File: src/rtl/nco_bank_pkg.sv
package nco_bank_pkg;

   // Decoded target of a host write
   typedef enum logic [2:0] {
      SEL_NONE   = 3'd0,
      SEL_PH_HLD = 3'd1,
      SEL_FQ_HLD = 3'd2,
      SEL_PH_STB = 3'd3,
      SEL_FQ_STB = 3'd4,
      SEL_CTRL   = 3'd5
   } nco_sel_e;

   // Control register image
   typedef struct packed {
      logic fmt_twos;
      logic sync_en;
   } nco_ctrl_t;

endpackage

File: src/rtl/nco_addr_dec.sv
module nco_addr_dec
   import nco_bank_pkg::*;
#(
   parameter int ADDR_W    = 4,
   parameter int ADR_PH    = 0,
   parameter int ADR_FQ    = 1,
   parameter int ADR_PHSTB = 2,
   parameter int ADR_FQSTB = 3,
   parameter int ADR_CTL   = 4
) (
   input  logic              wr_en,
   input  logic [ADDR_W-1:0] wr_addr,
   output nco_sel_e          sel
);

   localparam logic [ADDR_W-1:0] A_PH    = ADDR_W'(ADR_PH);
   localparam logic [ADDR_W-1:0] A_FQ    = ADDR_W'(ADR_FQ);
   localparam logic [ADDR_W-1:0] A_PHSTB = ADDR_W'(ADR_PHSTB);
   localparam logic [ADDR_W-1:0] A_FQSTB = ADDR_W'(ADR_FQSTB);
   localparam logic [ADDR_W-1:0] A_CTL   = ADDR_W'(ADR_CTL);

   always_comb begin
      sel = SEL_NONE;
      if (wr_en) begin
         unique case (wr_addr)
            A_PH:    sel = SEL_PH_HLD;
            A_FQ:    sel = SEL_FQ_HLD;
            A_PHSTB: sel = SEL_PH_STB;
            A_FQSTB: sel = SEL_FQ_STB;
            A_CTL:   sel = SEL_CTRL;
            default: sel = SEL_NONE;
         endcase
      end
   end

endmodule

File: src/rtl/nco_sync_edge.sv
module nco_sync_edge #(
   parameter int STAGES = 2
) (
   input  logic clk,
   input  logic rst,
   input  logic din,
   output logic rise
);

   localparam int MSB = STAGES - 1;

   if (STAGES < 2) begin : g_bad_stages
      $error("nco_sync_edge: STAGES must be at least 2");
   end

   logic [MSB:0] chain_q;
   logic         last_q;

   always_ff @(posedge clk) begin
      if (rst) begin
         chain_q <= '0;
         last_q  <= 1'b0;
      end else begin
         chain_q <= {chain_q[MSB-1:0], din};
         last_q  <= chain_q[MSB];
      end
   end

   assign rise = chain_q[MSB] & ~last_q;

   // a level held high yields one detected edge only
   a_r6_one_pulse: assert property (@(posedge clk) disable iff (rst)
      rise |=> !rise);

endmodule

File: src/rtl/nco_shadow_reg.sv
module nco_shadow_reg #(
   parameter int W = 8
) (
   input  logic         clk,
   input  logic         rst,
   input  logic         ld,
   input  logic [W-1:0] ld_val,
   input  logic         xfer,
   output logic [W-1:0] hold_q,
   output logic [W-1:0] act_q,
   output logic         upd_q
);

   if (W < 1) begin : g_bad_width
      $error("nco_shadow_reg: W must be positive");
   end

   always_ff @(posedge clk) begin
      if (rst) begin
         hold_q <= '0;
         act_q  <= '0;
         upd_q  <= 1'b0;
      end else begin
         if (ld)   hold_q <= ld_val;
         if (xfer) act_q  <= hold_q;
         upd_q <= xfer;
      end
   end

   // reset clears both copies and the flag
   a_r1_reset_clear: assert property (@(posedge clk)
      rst |=> (hold_q == '0 && act_q == '0 && !upd_q));

   // loading the holding copy alone leaves the active copy alone
   a_r2_load_keeps_active: assert property (@(posedge clk) disable iff (rst)
      (ld && !xfer) |=> $stable(act_q));

   // a transfer takes the value that was pending before the edge
   a_r3_xfer_copies: assert property (@(posedge clk) disable iff (rst)
      xfer |=> (act_q == $past(hold_q) && upd_q));

endmodule

File: src/rtl/nco_param_bank.sv
module nco_param_bank
   import nco_bank_pkg::*;
#(
   parameter int ADDR_W      = 4,
   parameter int DATA_W      = 32,
   parameter int PHASE_W     = 8,
   parameter int FREQ_W      = 32,
   parameter int SYNC_STAGES = 2,
   parameter int ADR_PH      = 0,
   parameter int ADR_FQ      = 1,
   parameter int ADR_PHSTB   = 2,
   parameter int ADR_FQSTB   = 3,
   parameter int ADR_CTL     = 4,
   parameter int BIT_SYNCEN  = 0,
   parameter int BIT_FMT     = 1
) (
   input  logic               clk,
   input  logic               rst,
   input  logic               wr_en,
   input  logic [ADDR_W-1:0]  wr_addr,
   input  logic [DATA_W-1:0]  wr_data,
   input  logic               sync_in,
   output logic [PHASE_W-1:0] ph_active,
   output logic [FREQ_W-1:0]  fq_active,
   output logic               fmt_twos,
   output logic               ph_upd,
   output logic               fq_upd
);

   localparam int NUM_ADR = 1 << ADDR_W;

   // Elaboration-time parameter checks
   if (PHASE_W > DATA_W || FREQ_W > DATA_W) begin : g_bad_fields
      $error("nco_param_bank: field wider than data bus");
   end
   if (BIT_SYNCEN >= DATA_W || BIT_FMT >= DATA_W || BIT_SYNCEN == BIT_FMT) begin : g_bad_bits
      $error("nco_param_bank: control bit positions invalid");
   end
   if (ADR_PH >= NUM_ADR || ADR_FQ >= NUM_ADR || ADR_PHSTB >= NUM_ADR ||
       ADR_FQSTB >= NUM_ADR || ADR_CTL >= NUM_ADR) begin : g_bad_range
      $error("nco_param_bank: address outside decode range");
   end
   if (ADR_PH == ADR_FQ || ADR_PH == ADR_PHSTB || ADR_PH == ADR_FQSTB ||
       ADR_PH == ADR_CTL || ADR_FQ == ADR_PHSTB || ADR_FQ == ADR_FQSTB ||
       ADR_FQ == ADR_CTL || ADR_PHSTB == ADR_FQSTB || ADR_PHSTB == ADR_CTL ||
       ADR_FQSTB == ADR_CTL) begin : g_bad_map
      $error("nco_param_bank: addresses overlap");
   end

   nco_sel_e  sel;
   nco_ctrl_t ctrl_q;
   logic      sync_rise;
   logic      sync_fire;
   logic      ph_xfer;
   logic      fq_xfer;
   logic [PHASE_W-1:0] ph_hold;
   logic [FREQ_W-1:0]  fq_hold;

   nco_addr_dec #(
      .ADDR_W   (ADDR_W),
      .ADR_PH   (ADR_PH),
      .ADR_FQ   (ADR_FQ),
      .ADR_PHSTB(ADR_PHSTB),
      .ADR_FQSTB(ADR_FQSTB),
      .ADR_CTL  (ADR_CTL)
   ) u_dec (
      .wr_en  (wr_en),
      .wr_addr(wr_addr),
      .sel    (sel)
   );

   nco_sync_edge #(.STAGES(SYNC_STAGES)) u_sync (
      .clk (clk),
      .rst (rst),
      .din (sync_in),
      .rise(sync_rise)
   );

   // Control register
   always_ff @(posedge clk) begin
      if (rst) begin
         ctrl_q <= '0;
      end else if (sel == SEL_CTRL) begin
         ctrl_q.sync_en  <= wr_data[BIT_SYNCEN];
         ctrl_q.fmt_twos <= wr_data[BIT_FMT];
      end
   end

   assign sync_fire = sync_rise & ctrl_q.sync_en;
   assign ph_xfer   = (sel == SEL_PH_STB) | sync_fire;
   assign fq_xfer   = (sel == SEL_FQ_STB);

   nco_shadow_reg #(.W(PHASE_W)) u_phase (
      .clk   (clk),
      .rst   (rst),
      .ld    (sel == SEL_PH_HLD),
      .ld_val(wr_data[PHASE_W-1:0]),
      .xfer  (ph_xfer),
      .hold_q(ph_hold),
      .act_q (ph_active),
      .upd_q (ph_upd)
   );

   nco_shadow_reg #(.W(FREQ_W)) u_freq (
      .clk   (clk),
      .rst   (rst),
      .ld    (sel == SEL_FQ_HLD),
      .ld_val(wr_data[FREQ_W-1:0]),
      .xfer  (fq_xfer),
      .hold_q(fq_hold),
      .act_q (fq_active),
      .upd_q (fq_upd)
   );

   assign fmt_twos = ctrl_q.fmt_twos;

   // a sync edge with the enable clear and no strobe changes nothing
   a_r5_sync_blocked: assert property (@(posedge clk) disable iff (rst)
      (sync_rise && !ctrl_q.sync_en && sel != SEL_PH_STB) |=>
         (!ph_upd && $stable(ph_active)));

   // a frequency update flag follows only a frequency strobe write
   a_r7_fq_source: assert property (@(posedge clk) disable iff (rst)
      fq_upd |-> $past(wr_en && wr_addr == ADDR_W'(ADR_FQSTB)));

   // no write enable means no holding or control change
   a_r10_idle_port: assert property (@(posedge clk) disable iff (rst)
      !wr_en |=> ($stable(ph_hold) && $stable(fq_hold) && $stable(fmt_twos)));

endmodule

File: config.mk
export PLATFORM = sky130hd
export DESIGN_NAME = nco_param_bank
export DESIGN_NICKNAME = d
export VERILOG_FILES = /design/src/rtl/nco_bank_pkg.sv /design/src/rtl/nco_addr_dec.sv /design/src/rtl/nco_sync_edge.sv /design/src/rtl/nco_shadow_reg.sv /design/src/rtl/nco_param_bank.sv
export SDC_FILE = /design/constraint.sdc
export NUM_CORES = 1
export LEC_CHECK = 0
export ABC_AREA = 1
export ABC_CLOCK_PERIOD_IN_PS = 1070
export BUFFER_PORTS_ARGS = -buffer_cell sky130_fd_sc_hd__buf_2
export CORE_ASPECT_RATIO = 0.9
export CORE_MARGIN = 2
export CORE_UTILIZATION = 30
export DETAILED_ROUTE_END_ITERATION = 6
export GPL_ROUTABILITY_DRIVEN = 0
export MAX_ROUTING_LAYER = met4
export PLACE_DENSITY = 0.58
export SLEW_MARGIN = 30
export SYNTH_ARGS = -nofsm -noshare
export SYNTH_HDL_FRONTEND = slang
export SYNTH_SLANG_ARGS = --single-unit
File: constraint.sdc
create_clock -name clk -period 1.07 [get_ports clk]
set_input_delay 0.214 -clock clk [delete_from_list [all_inputs] [get_ports clk]]
set_output_delay 0.214 -clock clk [all_outputs]
set_load 0.03 [all_outputs]
**After elaboration in Yosys (flattened, before gate mapping)**

Cells that the tools add are included.

- Multiplexer cells: 2
- Bitwise logic cells: 4
- Reductions and logical operators: 1
- Eq/ne operators: 9

Operators with widths:

| operator | count |
|---|---|
| one-hot mux 3 bit (5 select lines) | 1 |
| equality test 4 x 2 -> 1 bit, second input constant | 2 |
| equality test 3 x 2 -> 1 bit, second input constant | 2 |
| equality test 3 bit, second input constant | 2 |
| equality test 4 x 1 -> 1 bit, second input constant | 1 |
| equality test 4 x 3 -> 1 bit, second input constant | 1 |
| zero test 4 bit | 1 |
| equality test 3 x 1 -> 1 bit, second input constant | 1 |
| 2-to-1 mux 3 bit | 1 |
| AND 1 bit | 2 |
| inverter 1 bit | 1 |
| bitwise OR 1 bit | 1 |

- Output and inout bits: 43
- Word-level logic and storage cells: 26
- Flip-flop bits (word level): 87
- Input port bits: 40

**Longest topological paths before layout**

- Word-level depth: 5
- Depth in mapped cells: 7

**Modules after synthesis**

A second synthesis with hierarchy kept.

- Cell total of the unflattened synthesis: 561
- Area total of the unflattened synthesis: 3,669.8 um2

Modules (own cells, without submodules):

| module | cells an instance | area an instance (um2) | instances |
|---|---|---|---|
| nco_shadow_reg (u_freq) | 408 | 2,668.8 | 1 |
| nco_shadow_reg (u_phase) | 105 | 723.2 | 1 |
| nco_param_bank | 23 | 128.9 | 1 |
| nco_sync_edge | 10 | 86.3 | 1 |
| nco_addr_dec | 15 | 62.6 | 1 |

**Worst setup path before layout**

No wires, ideal clock.

- Kind: input to register
- From: input wr_addr[3]
- To: register u_freq.act_q[14]
- Data arrival time: 904 ps
- Data required time: 951 ps
- Setup time: 119 ps
- Stages: 6
- Path buffers: 2
- Slack: 47 ps
- Path through: nor2_4 nand3_2 buf_6 buf_6 o21ai_0 a21oi_1

- Word-level cells in the longest chain between the ends: 4
- Elaborated cells between the ends (all ways): 8
- Classes of those cells: eq/ne: 5; mux: 2; reduce/logical: 1

Ends and longest elaborated chain:

| what | RTL line | RTL |
|---|---|---|
| start, declared | nco_param_bank.sv:20 | `input logic [ADDR_W-1:0] wr_addr,` |
| equality test 4 x 3 -> 1 bit (tied with other cells) | nco_addr_dec.sv:25 | `unique case (wr_addr)` |
| one-hot mux 3 bit (5 select lines) (*) | nco_addr_dec.sv:25 |  |
| 2-to-1 mux 3 bit (*) | nco_addr_dec.sv:24 | `if (wr_en) begin` |
| equality test 3 bit (*) | nco_param_bank.sv:91 | `assign fq_xfer = (sel == SEL_FQ_STB);` |
| end signal, assigned | nco_shadow_reg.sv:25 | `if (xfer) act_q <= hold_q;` |
| end, declared | nco_shadow_reg.sv:10 | `output logic [W-1:0] act_q,` |

Every way passes the cells marked *; elsewhere a longest branch is shown, timed or not.
A chain may end at the register's enable or synchronous reset.

**Worst setup path after layout**

- From: register u_freq.act_q[28]
- To: output fq_active[28]

RTL lines:

| what | RTL line | RTL |
|---|---|---|
| end, declared | nco_param_bank.sv:24 | `output logic [FREQ_W-1:0] fq_active,` |

No word-level cell between the ends.

==> reports/results.md <==
### Power and ir drop
* Internal Power: 5.40 mW
* cell area power density: 1500 mW/mm^2
* leakage power of the design: 2.19 nW
* Flop pwr share: 48.2%
* net switching power: 1.57 mW
* Comb pwr share: 7.4%
* highest ir drop seen on vdd: 0.760 mV
* Clk network pwr share: 44.4%
* switching share of power: 22.6%

### Synthesis
* portion of the post-synthesis area used by sequential elements: 51.4%
* top-area cell type share of the netlist area: 51.4%
* dominant combinational cell family by area after synthesis: simple AND/OR/NAND/NOR gates
* post-synthesis xor/xnor area fraction: 0%
* multiplexer fraction of the synthesized cell area: 0%
* count of unique library cells instantiated by Yosys: 20
* netlist area before placement: 0.00339 sq mm
* Yosys top cell by area: sky130_fd_sc_hd__dfxtp_1
* Post-Syn Area per Cell: 7.35 sq um
* Synth Area in Simple Gates: 20.6%
* post-synthesis adder-cell area fraction: 0%
* synthesis-stage register bit count: 87
* ranking of synthesized cells by area: sky130_fd_sc_hd__dfxtp_1 (51%), sky130_fd_sc_hd__inv_1 (9.6%), sky130_fd_sc_hd__nor2_1 (9.0%)
* compound-gate portion of the synthesized area: 13.4%
* total of warnings raised by yosys: 0
* net count after synthesis: 501
* number of instances in the synthesized netlist: 461

### Floorplanning
* area of the core region: 0.0109 sq mm
* Die Ht: 105 um
* number of top-level pins: 83
* effective utilization at floorplan: 31.1%
* placement row count: 36
* area of the die: 0.0122 sq mm
* Die Span X: 116 um

### Clock tree
* Skew-Pair Late Insertion Delay: 0.33 ns
* CTS tree: yes
* CTS buffer count: 9
* H-tree levels: 3
* number of setup buffers added after CTS: 0
* clk sink count: 87
* number of hold buffers added after cts: 0
* number of buffers between clock root and the deepest sink: 2
* CTS root buf: sky130_fd_sc_hd__clkbuf_16
* clock-pin slew on the worst setup and hold paths: 0.06 ns

### GRT
* via count of the first global-routing pass: 2719
* wire length of the first global-routing pass: 12300 um
* pin count of the biggest net entering global routing: 61
* number of antenna violations at the first check in global routing: 0
* remaining global-route overflow: 0
* overall fraction of global-route tracks in use: 13.1%

### Routing
* Residual DRC: 0
* total length of routed met2 wires: 3330 um
* wirelength, routed: 7080 um
* average wire length per cell after detail routing: 10.1 um
* post-route met1 wirelength: 3280 um
* Detail Route Antenna Nets: 0
* Vias per Instance: 4.18
* met3 WL: 354 um
* 1st-pass router iterations: 5
* number of DRC markers in iteration 0: 146
* top layer reached by signal wires: met4
* number of vias after detailed routing: 2933

### Worst setup path
* largest stage delay on the critical path: 0.33 ns
* arrival time reported for the critical path endpoint: 0.82 ns
* WP depth: 1
* endpoint of the worst register-to-register path: u_phase.act_q[7]$_SDFFE_PP0P_
* cell at the slowest stage of the critical path: sky130_fd_sc_hd__dfxtp_1
* launching element of the worst setup path: u_freq.act_q[28]$_SDFFE_PP0N_
* sort of element at the end of the critical path: output port
* crit start category: flop
* FF-to-FF Start: u_sync.chain_q[1]$_SDFF_PP0_
* slack of the worst reg-to-reg path: 0.06 ns
* ordered cell list for the critical path: buf_4
* endpoint of the most critical setup path: fq_active[28]
* required time of the worst setup path: 0.86 ns
* critical path peak fanout: 2
* category of the most critical setup path: flop to output port
* top cell family by delay on the critical path: flip-flops
* count of buffer and inverter cells on the critical path: 1
* number of cells on the worst reg-to-reg path: 6

### STA
* RSZ-0062 raised after global routing: yes
* final slew viol count: 0
* Rel. slew slack: 83.3%
* count of final setup violators: 0
* maximum frequency from static timing analysis: 0.963 GHz
* clock skew after layout: 0.00431 ns
* final count of hold timing violations: 0
* period utilization: 97.0%
* Worst Max-Slew Pin Slew: 0.251 ns
* crit path time final: 1.04 ns

### Status
* run status: finished clean

### Finish
* final design area excluding fillers: 0.00464 sq mm
* final layout net count: 585
* fill cell instance count of the final layout: 1155
* highest-count cells in the layout ignoring fill and taps: sky130_fd_sc_hd__inv_1 (86), sky130_fd_sc_hd__nor2_1 (79), sky130_fd_sc_hd__nand2_1 (73)
* commonest non-fill, non-tap cell in the layout: sky130_fd_sc_hd__inv_1
* number of antenna repair diodes: 0
* share of post-route cells with drive strength above 1: 28.2%
* Layout Area Growth over Synthesis: 37.0%
* core occupancy in the finished layout: 42.6%

### Min path
* worst hold path class: input pin to flop

### Placed design
* Detailed Place HPWL: 4680 um
* port bufs: 82
* Area after DPL: 0.00402 sq mm

### Flow run
* MaxCap Viol Count: 0

-- area by class of cell --
type / count / area, sq um / share of cell area (%)
Clock buffer: 10 / 239 / 5.15
Clock inverter: 6 / 60.1 / 1.29
Inverter: 88 / 330 / 7.11
Multi-Input combinational cell: 262 / 1190 / 25.5
Sequential cell: 87 / 1780 / 38.2
Tap cell: 152 / 190 / 4.10
Timing Repair Buffer: 97 / 862 / 18.6
-- what timing repair did --
item,in CTS,in global routing
setup endpoints to repair,41,36
gates cloned,0,1
pin swaps,0,6
resized for setup,59,54
-- routing by layer --
metal  global-route usage, %  vias up
li1                        -     1557
met1                    15.2     1296
met2                    20.5       66
met3                    4.18       14
met4                    5.78        0
met5                       -        -
-- power by group through the flow --
stage	clock network (mW)	registers [mW]	logic [mW]
global placement	0	3.42	0.468
finish	3.10	3.36	0.515
detailed placement	0	3.42	0.479
floorplan	0	3.49	0.214
CTS	3.21	3.35	0.505
global route	3.35	3.37	0.580
-- cell usage after synthesis --
cell,count
sky130_fd_sc_hd__nand2_1,74
sky130_fd_sc_hd__a21oi_1,49
sky130_fd_sc_hd__nand3b_1,1
sky130_fd_sc_hd__nand3_1,9
sky130_fd_sc_hd__inv_1,87
sky130_fd_sc_hd__buf_1,3
sky130_fd_sc_hd__buf_2,4
sky130_fd_sc_hd__o21ai_0,31
sky130_fd_sc_hd__dfxtp_1,87
sky130_fd_sc_hd__buf_6,8
sky130_fd_sc_hd__nand4_2,1
sky130_fd_sc_hd__nand4_4,1
sky130_fd_sc_hd__nor3_1,2
sky130_fd_sc_hd__inv_2,1
sky130_fd_sc_hd__o21ai_1,11
sky130_fd_sc_hd__clkbuf_1,7
sky130_fd_sc_hd__nand3_2,1
sky130_fd_sc_hd__buf_4,2
sky130_fd_sc_hd__nor2_4,1
sky130_fd_sc_hd__nor2_1,81
-- flip-flops by register name, indices dropped and copies added (netlist names) --
| signal | flops |
|---|---|
| u_sync.last_q | 1 |
| u_phase.hold_q | 8 |
| u_freq.act_q | 32 |
| u_freq.upd_q | 1 |
| u_sync.chain_q | 2 |
| u_phase.act_q | 8 |
| u_freq.hold_q | 32 |
| fmt_twos | 1 |
| u_phase.upd_q | 1 |
| ctrl_q | 1 |
-- per-stage QoR --
step | setup slack (ns) | total power [mW] | cells | hold WS [ns] | setup TNS, ns
floorplan | 0.0470 | 3.70 | 461 | 0.283 | 0
global placement | -0.110 | 3.89 | 685 | 0.398 | -4.64
detailed placement | -0.174 | 3.90 | 685 | 0.398 | -7.65
CTS | 0.00000400 | 7.07 | 701 | 0.0796 | 0
global route | -0.0309 | 7.30 | 702 | 0.0958 | -0.148
finish | 0.0318 | 6.97 | 702 | 0.0889 | 0
-- kinds of logic after synthesis --
logic type | Yosys count
AOI/OAI and AO/OA | 91
buffers and inverters | 112
and+or+nand+nor | 171
DFF | 87
-- how the worst min path moves through the flow --
stage                                       from                            to  slack (ns)  depth (start not counted)
detailed placement  u_sync.chain_q[0]$_SDFF_PP0_  u_sync.chain_q[1]$_SDFF_PP0_        0.40                          2
CTS                                      sync_in  u_sync.chain_q[0]$_SDFF_PP0_        0.08                          3
finish                                   sync_in  u_sync.chain_q[0]$_SDFF_PP0_        0.09                          3
global placement    u_sync.chain_q[0]$_SDFF_PP0_  u_sync.chain_q[1]$_SDFF_PP0_        0.40                          2
floorplan                                    rst      u_phase.upd_q$_SDFF_PP0_        0.28                          1
global route                             sync_in  u_sync.chain_q[0]$_SDFF_PP0_         0.1                          3
No activity file was read; power rests on OpenSTA's default activity.
